File: config.mk
export PLATFORM = sky130hd
export DESIGN_NAME = seq_fir
export DESIGN_NICKNAME = d
export VERILOG_FILES = /design/src/rtl/fir_pkg.sv /design/src/rtl/fir_dp_ram.sv /design/src/rtl/fir_seq.sv /design/src/rtl/fir_mac.sv /design/src/rtl/seq_fir.sv
export SDC_FILE = /design/constraint.sdc
export NUM_CORES = 2
export LEC_CHECK = 0
export ABC_AREA = 1
export ABC_CLOCK_PERIOD_IN_PS = 8500
export BUFFER_PORTS_ARGS = -buffer_cell sky130_fd_sc_hd__buf_2
export CAP_MARGIN = 20
export CORE_UTILIZATION = 55
export CTS_BUF_LIST = sky130_fd_sc_hd__clkbuf_4
export CTS_CLUSTER_SIZE = 24
export DETAILED_ROUTE_END_ITERATION = 8
export MAX_ROUTING_LAYER = met4
export PLACE_DENSITY_LB_ADDON = 0.3
export SKIP_CTS_REPAIR_TIMING = 1
export SLEW_MARGIN = 20
export SYNTH_ARGS = -nofsm -noshare
export SYNTH_HDL_FRONTEND = slang
export SYNTH_SLANG_ARGS = --single-unit
File: constraint.sdc
create_clock -name clk -period 8.5 [get_ports clk]
set_input_delay 0.85 -clock clk [delete_from_list [all_inputs] [get_ports clk]]
set_output_delay 0.85 -clock clk [all_outputs]
set_load 0.01 [all_outputs]
File: src/rtl/fir_pkg.sv
package fir_pkg;
  typedef enum logic [1:0] {
    ST_IDLE = 2'd0,
    ST_RUN  = 2'd1,
    ST_TAIL = 2'd2,
    ST_FIN  = 2'd3
  } seq_state_t;
endpackage

File: src/rtl/fir_dp_ram.sv
// Simple dual-port memory: one write port, one registered read port.
module fir_dp_ram #(
  parameter int WIDTH = 16,
  parameter int DEPTH = 32,
  parameter int AW    = 5
) (
  input  logic             clk,
  input  logic             we,
  input  logic [AW-1:0]    waddr,
  input  logic [WIDTH-1:0] wdata,
  input  logic             re,
  input  logic [AW-1:0]    raddr,
  output logic [WIDTH-1:0] rdata
);
  logic [WIDTH-1:0] mem [DEPTH];

  always_ff @(posedge clk) begin
    if (we) mem[waddr] <= wdata;
    if (re) rdata <= mem[raddr];
  end
endmodule

File: src/rtl/fir_seq.sv
// Sequencer: history write pointer, operand address walk, issue tags.
module fir_seq
  import fir_pkg::*;
#(
  parameter int MAX_TAPS = 32,
  parameter int AW       = 5,
  parameter int CW       = 6
) (
  input  logic          clk,
  input  logic          rst,
  input  logic          in_valid,
  input  logic [CW-1:0] taps,
  output logic          busy,
  output logic          overrun,
  output logic          wr_en,
  output logic [AW-1:0] wr_addr,
  output logic          rd_en,
  output logic [AW-1:0] smp_addr,
  output logic [AW-1:0] cf_addr,
  output logic          iss_valid,
  output logic          iss_first,
  output logic          iss_last
);
  localparam logic [CW-1:0] NMAX = CW'(MAX_TAPS);
  localparam logic [CW-1:0] ONE  = CW'(1);

  seq_state_t    st;
  logic [CW-1:0] n_q, n_new, wr_ptr, wr_next, smp_ptr, cf_ptr, cnt;
  logic          accept;

  always_comb begin
    if (taps == '0)       n_new = ONE;
    else if (taps > NMAX) n_new = NMAX;
    else                  n_new = taps;
  end

  always_comb wr_next = (wr_ptr >= n_new - ONE) ? '0 : wr_ptr + ONE;

  assign accept   = in_valid && (st == ST_IDLE);
  assign wr_en    = accept;
  assign wr_addr  = wr_ptr[AW-1:0];
  assign rd_en    = (st == ST_RUN);
  assign smp_addr = smp_ptr[AW-1:0];
  assign cf_addr  = cf_ptr[AW-1:0];
  assign busy     = (st != ST_IDLE);

  always_ff @(posedge clk) begin
    if (rst) begin
      st        <= ST_IDLE;
      n_q       <= ONE;
      wr_ptr    <= '0;
      smp_ptr   <= '0;
      cf_ptr    <= '0;
      cnt       <= '0;
      overrun   <= 1'b0;
      iss_valid <= 1'b0;
      iss_first <= 1'b0;
      iss_last  <= 1'b0;
    end else begin
      overrun   <= in_valid && (st != ST_IDLE);
      iss_valid <= (st == ST_RUN);
      iss_first <= (st == ST_RUN) && (cnt == '0);
      iss_last  <= (st == ST_RUN) && (cnt == n_q - ONE);
      unique case (st)
        ST_IDLE: if (accept) begin
          n_q     <= n_new;
          wr_ptr  <= wr_next;
          smp_ptr <= wr_next;          // oldest sample sits just past the newest
          cf_ptr  <= n_new - ONE;      // coefficient walk starts at the table end
          cnt     <= '0;
          st      <= ST_RUN;
        end
        ST_RUN: begin
          smp_ptr <= (smp_ptr >= n_q - ONE) ? '0 : smp_ptr + ONE;
          cf_ptr  <= cf_ptr - ONE;
          cnt     <= cnt + ONE;
          if (cnt == n_q - ONE) st <= ST_TAIL;
        end
        ST_TAIL: st <= ST_FIN;
        ST_FIN:  st <= ST_IDLE;
        default: st <= ST_IDLE;
      endcase
    end
  end

  assert_ptr_range_R9: assert property (@(posedge clk) disable iff (rst)
    (wr_ptr < n_q) && (n_q != '0) && (n_q <= NMAX));

  assert_accept_sets_busy_R3: assert property (@(posedge clk) disable iff (rst)
    (in_valid && !busy) |=> busy);
endmodule

File: src/rtl/fir_mac.sv
// Shared multiply-accumulate with half-up rounding and saturation.
module fir_mac #(
  parameter int DATA_W  = 16,
  parameter int GUARD_W = 8
) (
  input  logic              clk,
  input  logic              rst,
  input  logic              iss_valid,
  input  logic              iss_first,
  input  logic              iss_last,
  input  logic [DATA_W-1:0] smp,
  input  logic [DATA_W-1:0] cf,
  output logic              out_valid,
  output logic [DATA_W-1:0] out_data
);
  localparam int PROD_W = 2 * DATA_W;
  localparam int ACC_W  = PROD_W + GUARD_W;
  localparam int FRAC   = DATA_W - 1;
  localparam logic signed [ACC_W-1:0] RND  = {{(ACC_W-1){1'b0}}, 1'b1} << (FRAC - 1);
  localparam logic signed [ACC_W-1:0] PMAX = {{(ACC_W-FRAC){1'b0}}, {FRAC{1'b1}}};
  localparam logic signed [ACC_W-1:0] NMIN = {{(ACC_W-FRAC){1'b1}}, {FRAC{1'b0}}};

  logic signed [PROD_W-1:0] prod;
  logic signed [ACC_W-1:0]  acc, acc_base, rnd_sum, scaled;
  logic                     last_q;
  logic [DATA_W-1:0]        result;

  always_comb begin
    prod     = $signed(smp) * $signed(cf);
    acc_base = iss_first ? '0 : acc;
    rnd_sum  = acc + RND;
    scaled   = rnd_sum >>> FRAC;
    if (scaled > PMAX)      result = PMAX[DATA_W-1:0];
    else if (scaled < NMIN) result = NMIN[DATA_W-1:0];
    else                    result = scaled[DATA_W-1:0];
  end

  always_ff @(posedge clk) begin
    if (rst) begin
      acc       <= '0;
      last_q    <= 1'b0;
      out_valid <= 1'b0;
      out_data  <= '0;
    end else begin
      if (iss_valid) acc <= acc_base + ACC_W'(prod);
      last_q    <= iss_valid && iss_last;
      out_valid <= last_q;
      if (last_q) out_data <= result;
    end
  end

  assert_single_pulse_R1: assert property (@(posedge clk) disable iff (rst)
    out_valid |=> !out_valid);

  assert_first_is_issue_R4: assert property (@(posedge clk) disable iff (rst)
    (iss_first || iss_last) |-> iss_valid);
endmodule

File: src/rtl/seq_fir.sv
module seq_fir #(
  parameter int DATA_W   = 16,
  parameter int MAX_TAPS = 32,
  parameter int GUARD_W  = 8,
  localparam int AW = (MAX_TAPS > 1) ? $clog2(MAX_TAPS) : 1,
  localparam int CW = $clog2(MAX_TAPS + 1)
) (
  input  logic              clk,
  input  logic              rst,
  input  logic              in_valid,
  input  logic [DATA_W-1:0] in_data,
  input  logic [CW-1:0]     taps,
  input  logic              coef_we,
  input  logic [AW-1:0]     coef_addr,
  input  logic [DATA_W-1:0] coef_data,
  output logic              busy,
  output logic              overrun,
  output logic              out_valid,
  output logic [DATA_W-1:0] out_data
);
  logic              wr_en, rd_en, iss_valid, iss_first, iss_last, cf_we;
  logic [AW-1:0]     wr_addr, smp_addr, cf_addr;
  logic [DATA_W-1:0] smp_q, cf_q;

  assign cf_we = coef_we && !busy;

  fir_seq #(.MAX_TAPS(MAX_TAPS), .AW(AW), .CW(CW)) u_seq (
    .clk(clk), .rst(rst), .in_valid(in_valid), .taps(taps),
    .busy(busy), .overrun(overrun),
    .wr_en(wr_en), .wr_addr(wr_addr), .rd_en(rd_en),
    .smp_addr(smp_addr), .cf_addr(cf_addr),
    .iss_valid(iss_valid), .iss_first(iss_first), .iss_last(iss_last)
  );

  fir_dp_ram #(.WIDTH(DATA_W), .DEPTH(MAX_TAPS), .AW(AW)) u_hist (
    .clk(clk), .we(wr_en), .waddr(wr_addr), .wdata(in_data),
    .re(rd_en), .raddr(smp_addr), .rdata(smp_q)
  );

  fir_dp_ram #(.WIDTH(DATA_W), .DEPTH(MAX_TAPS), .AW(AW)) u_coef (
    .clk(clk), .we(cf_we), .waddr(coef_addr), .wdata(coef_data),
    .re(rd_en), .raddr(cf_addr), .rdata(cf_q)
  );

  fir_mac #(.DATA_W(DATA_W), .GUARD_W(GUARD_W)) u_mac (
    .clk(clk), .rst(rst), .iss_valid(iss_valid), .iss_first(iss_first),
    .iss_last(iss_last), .smp(smp_q), .cf(cf_q),
    .out_valid(out_valid), .out_data(out_data)
  );

  assert_busy_ends_at_output_R3: assert property (@(posedge clk) disable iff (rst)
    $fell(busy) |-> out_valid);

  assert_overrun_only_when_busy_R8: assert property (@(posedge clk) disable iff (rst)
    overrun |-> $past(busy));
endmodule

==> metrics.yaml <==
finish:
  finalCoreUtilization_pct: 60.4
  drive_gt1_share_pct: 10.9
  area_delta_synth_final_pct: 8.89
  fin_nets: 6080
floorplanning:
  fp.dieW_um: 330
  start_util_pct: 55.4
  io_pins: 66
  num_rows: 120
  die_area_um2: 109000
  coreArea_um2: 107000
  fp.dieH_um: 330
min_path:
  hold_depth: 3
  hp-class: "in2reg"
  whs_endpoint: "u_seq.n_q[5]$_SDFFE_PP0P_"
  worstHoldStart: "taps[5]"
sta:
  setup_viol: 0
  finClkSkew_ns: 0.0996
  final_hold_viol_count: 0
  finalCritPeriodShare_pct: 80.3
  min_period_ns: 6.82
  max_clock_freq_ghz: 0.147
  worst_pin_slew_ns: 1.10
  relSlewSlack_pct: 26.2
  fin_tns_setup_ns: 0
  hold-worst-slack_ns: 0.0546
  grt_setup_unrepaired: "no"
  drv_slew: 0
critical_path:
  timing_worst_setup_path_type: "reg2reg"
  r2r-end: "u_mac.acc[39]$_SDFFE_PP0P_"
  critPathMaxFanout: 16
  end_kind: "flip-flop"
  regToRegSetupSlack_ns: 1.68
  crit_required_ns: 9.54
  start_kind: "flip-flop"
  r2r-start: "u_coef.rdata[1]$_DFFE_PP_"
  rr_worst_depth: 24
  worst_ep_arrival_time_ns: 7.86
drt:
  drt_iter0_markers: 4485
  met1_length_um: 63300
  dr.pass1.iters: 6
  met2WireLength_um: 73800
  highest_layer: "met4"
  vias: 42000
  ant_nets: 0
  routed_wl_um: 156000
  drcViolationCount: 0
  viasPerCell: 5.86
  wl_per_cell_um: 21.8
  detailroute.wirelength.met3_um: 14800
clock_tree:
  clock-sinks: 1149
  cts_buffers: 301
  worstSkewPairLatency_ns: 1.20
  htree_num_levels: 5
  cts_tree: "built"
  clk_path_buf_depth: 4
  clockRootBuffer: "clkbuf_4"
  clk_pin_slew_ns: 0.07
synth:
  synth_top_area_share_pct: 53.5
  ys_types: 48
  yosysTopAreaCell: "edfxtp_1"
  synth-seq-cells: 1149
  synth.yosys.seq_area_share_pct: 56.6
  syn_avg_cell_area_um2: 11.0
  yosys_warnings: 0
  synth-edff-count: 1056
  synth_cells: 5403
  synthesis.nets: 5922
  synth_flop_cell: "edfxtp_1"
  syn-cell-area_um2: 59300
  synth.most_common_cell: "edfxtp_1"
  synthArstFlopShare_pct: 0
  ys_top_cells_by_area: "edfxtp_1, fa_1, o21ai_0, nor2_1, inv_1"
  ys_top_cells_by_count: "edfxtp_1, nor2_1, inv_1"
placed_design:
  port_buffers: 65
  hpwl_um: 98600
  routabilityCongestion: 0.946
grt:
  grt_pass1_vias: 41500
  grt_pass1_wl_um: 238000
  grt_usage_pct: 29.9
  grt_max_degree: 209
  grt_overflow: 0
  antenna_found_initial: 7
run:
  cap_violations: 0
status:
  status: "finished, final reports clean"
==> area by class of cell <==
class                   count  area [um2]
flip-flops and latches   1149       33600
repair buffers            162        1080
inverters                 735        2770
diodes                      8        20.0
clock buffers             404        3030
well taps                1403        1760
multi-input cells        3212       21800
fillers                  8668       42400
clock inverters            90         514
==> critical path, cell delays in order (launching register included) <==
cell      delay, ns
edfxtp_1       0.63
nand2_1        0.26
inv_1          0.08
fa_1           0.75
fa_1           0.45
inv_1          0.34
fa_1           0.63
fa_1           0.75
inv_1          0.15
fa_1           0.50
inv_1          0.05
fa_1           0.47
inv_1          0.05
ha_1           0.37
nand2_1        0.10
nor3_1         0.15
inv_1          0.11
nor3_1         0.28
nand4_1        0.14
nand3_1        0.13
nand2_1        0.06
inv_1          0.06
o21ai_0        0.07
nand2_1        0.09
inv_1          0.04
==> registers in the layout (all words and copies together), names as in the netlist <==
register         flops
u_seq.iss_last       1
u_mac.out_data      16
u_seq.st             2
u_seq.wr_ptr         6
u_seq.n_q            6
u_hist.rdata        16
u_mac.last_q         1
u_seq.overrun        1
u_coef.mem         512
u_mac.out_valid      1
u_seq.smp_ptr        6
u_mac.acc           40
u_hist.mem         512
u_seq.iss_first      1
u_seq.cf_ptr         5
u_seq.cnt            6
u_coef.rdata        16
u_seq.iss_valid      1
==> stage by stage <==
stage          instance area, um2  setup WS [ns]  instances
6_report                    64500           1.68       7163
5_1_grt                     64500           1.26       7162
4_1_cts                     64500           1.75       7153
3_5_place_dp                60900           1.77       6659
3_3_place_gp                60900           1.90       6659
2_1_floorplan               59300           2.45       5403
==> placed cells by master, fill, tap and decap left out, types with 10 or more instances in the layout <==
cell type / instances
a32oi_1: 29
buf_4: 93
o221ai_1: 188
clkinv_1: 72
a21oi_1: 114
xor2_1: 31
inv_2: 10
nand2_1: 491
nand4_1: 13
inv_1: 722
buf_2: 65
ha_1: 141
a31oi_1: 49
xnor2_1: 14
a21o_1: 11
nand3_1: 167
dfxtp_1: 87
clkinv_2: 11
fa_1: 330
edfxtp_1: 1056
nor2_1: 827
o211ai_1: 11
o21ai_0: 648
nor3_1: 23
clkbuf_4: 404
o22ai_1: 74
==> worst max-delay path by stage <==
stage | from | to | slack [ns] | depth (start not counted)
after global routing | u_coef.rdata[1]$_DFFE_PP_ | u_mac.acc[39]$_SDFFE_PP0P_ | 1.26 | 23
final | u_coef.rdata[1]$_DFFE_PP_ | u_mac.acc[39]$_SDFFE_PP0P_ | 1.68 | 24
after floorplan | u_hist.rdata[15]$_DFFE_PP_ | u_mac.acc[39]$_SDFFE_PP0P_ | 2.45 | 25
after detailed placement | u_coef.rdata[1]$_DFFE_PP_ | u_mac.acc[39]$_SDFFE_PP0P_ | 1.77 | 24
after CTS | u_hist.rdata[15]$_DFFE_PP_ | u_mac.acc[39]$_SDFFE_PP0P_ | 1.75 | 24
after global placement | u_coef.rdata[1]$_DFFE_PP_ | u_mac.acc[39]$_SDFFE_PP0P_ | 1.90 | 24
==> per-layer routing <==
layer  up-vias  GRT usage [%]
met3       269           5.58
met2      2151           46.2
met4         0           10.0
met5         -              -
li1      19000              -
met1     20600           40.0
==> cell families after synthesis <==
logic type | after synthesis | synth area share [%]
compound gates | 1144 | 11.5
xor+xnor | 45 | 0.665
simple gates | 1550 | 10.4
buf+inv | 1042 | 6.65
fa+ha+maj | 472 | 14.1
flops | 1149 | 56.6
other cells | 1 | 0.00633
Power is not shown: default switching activity piles up to over one toggle a cycle in this logic, so the estimate is an artifact.
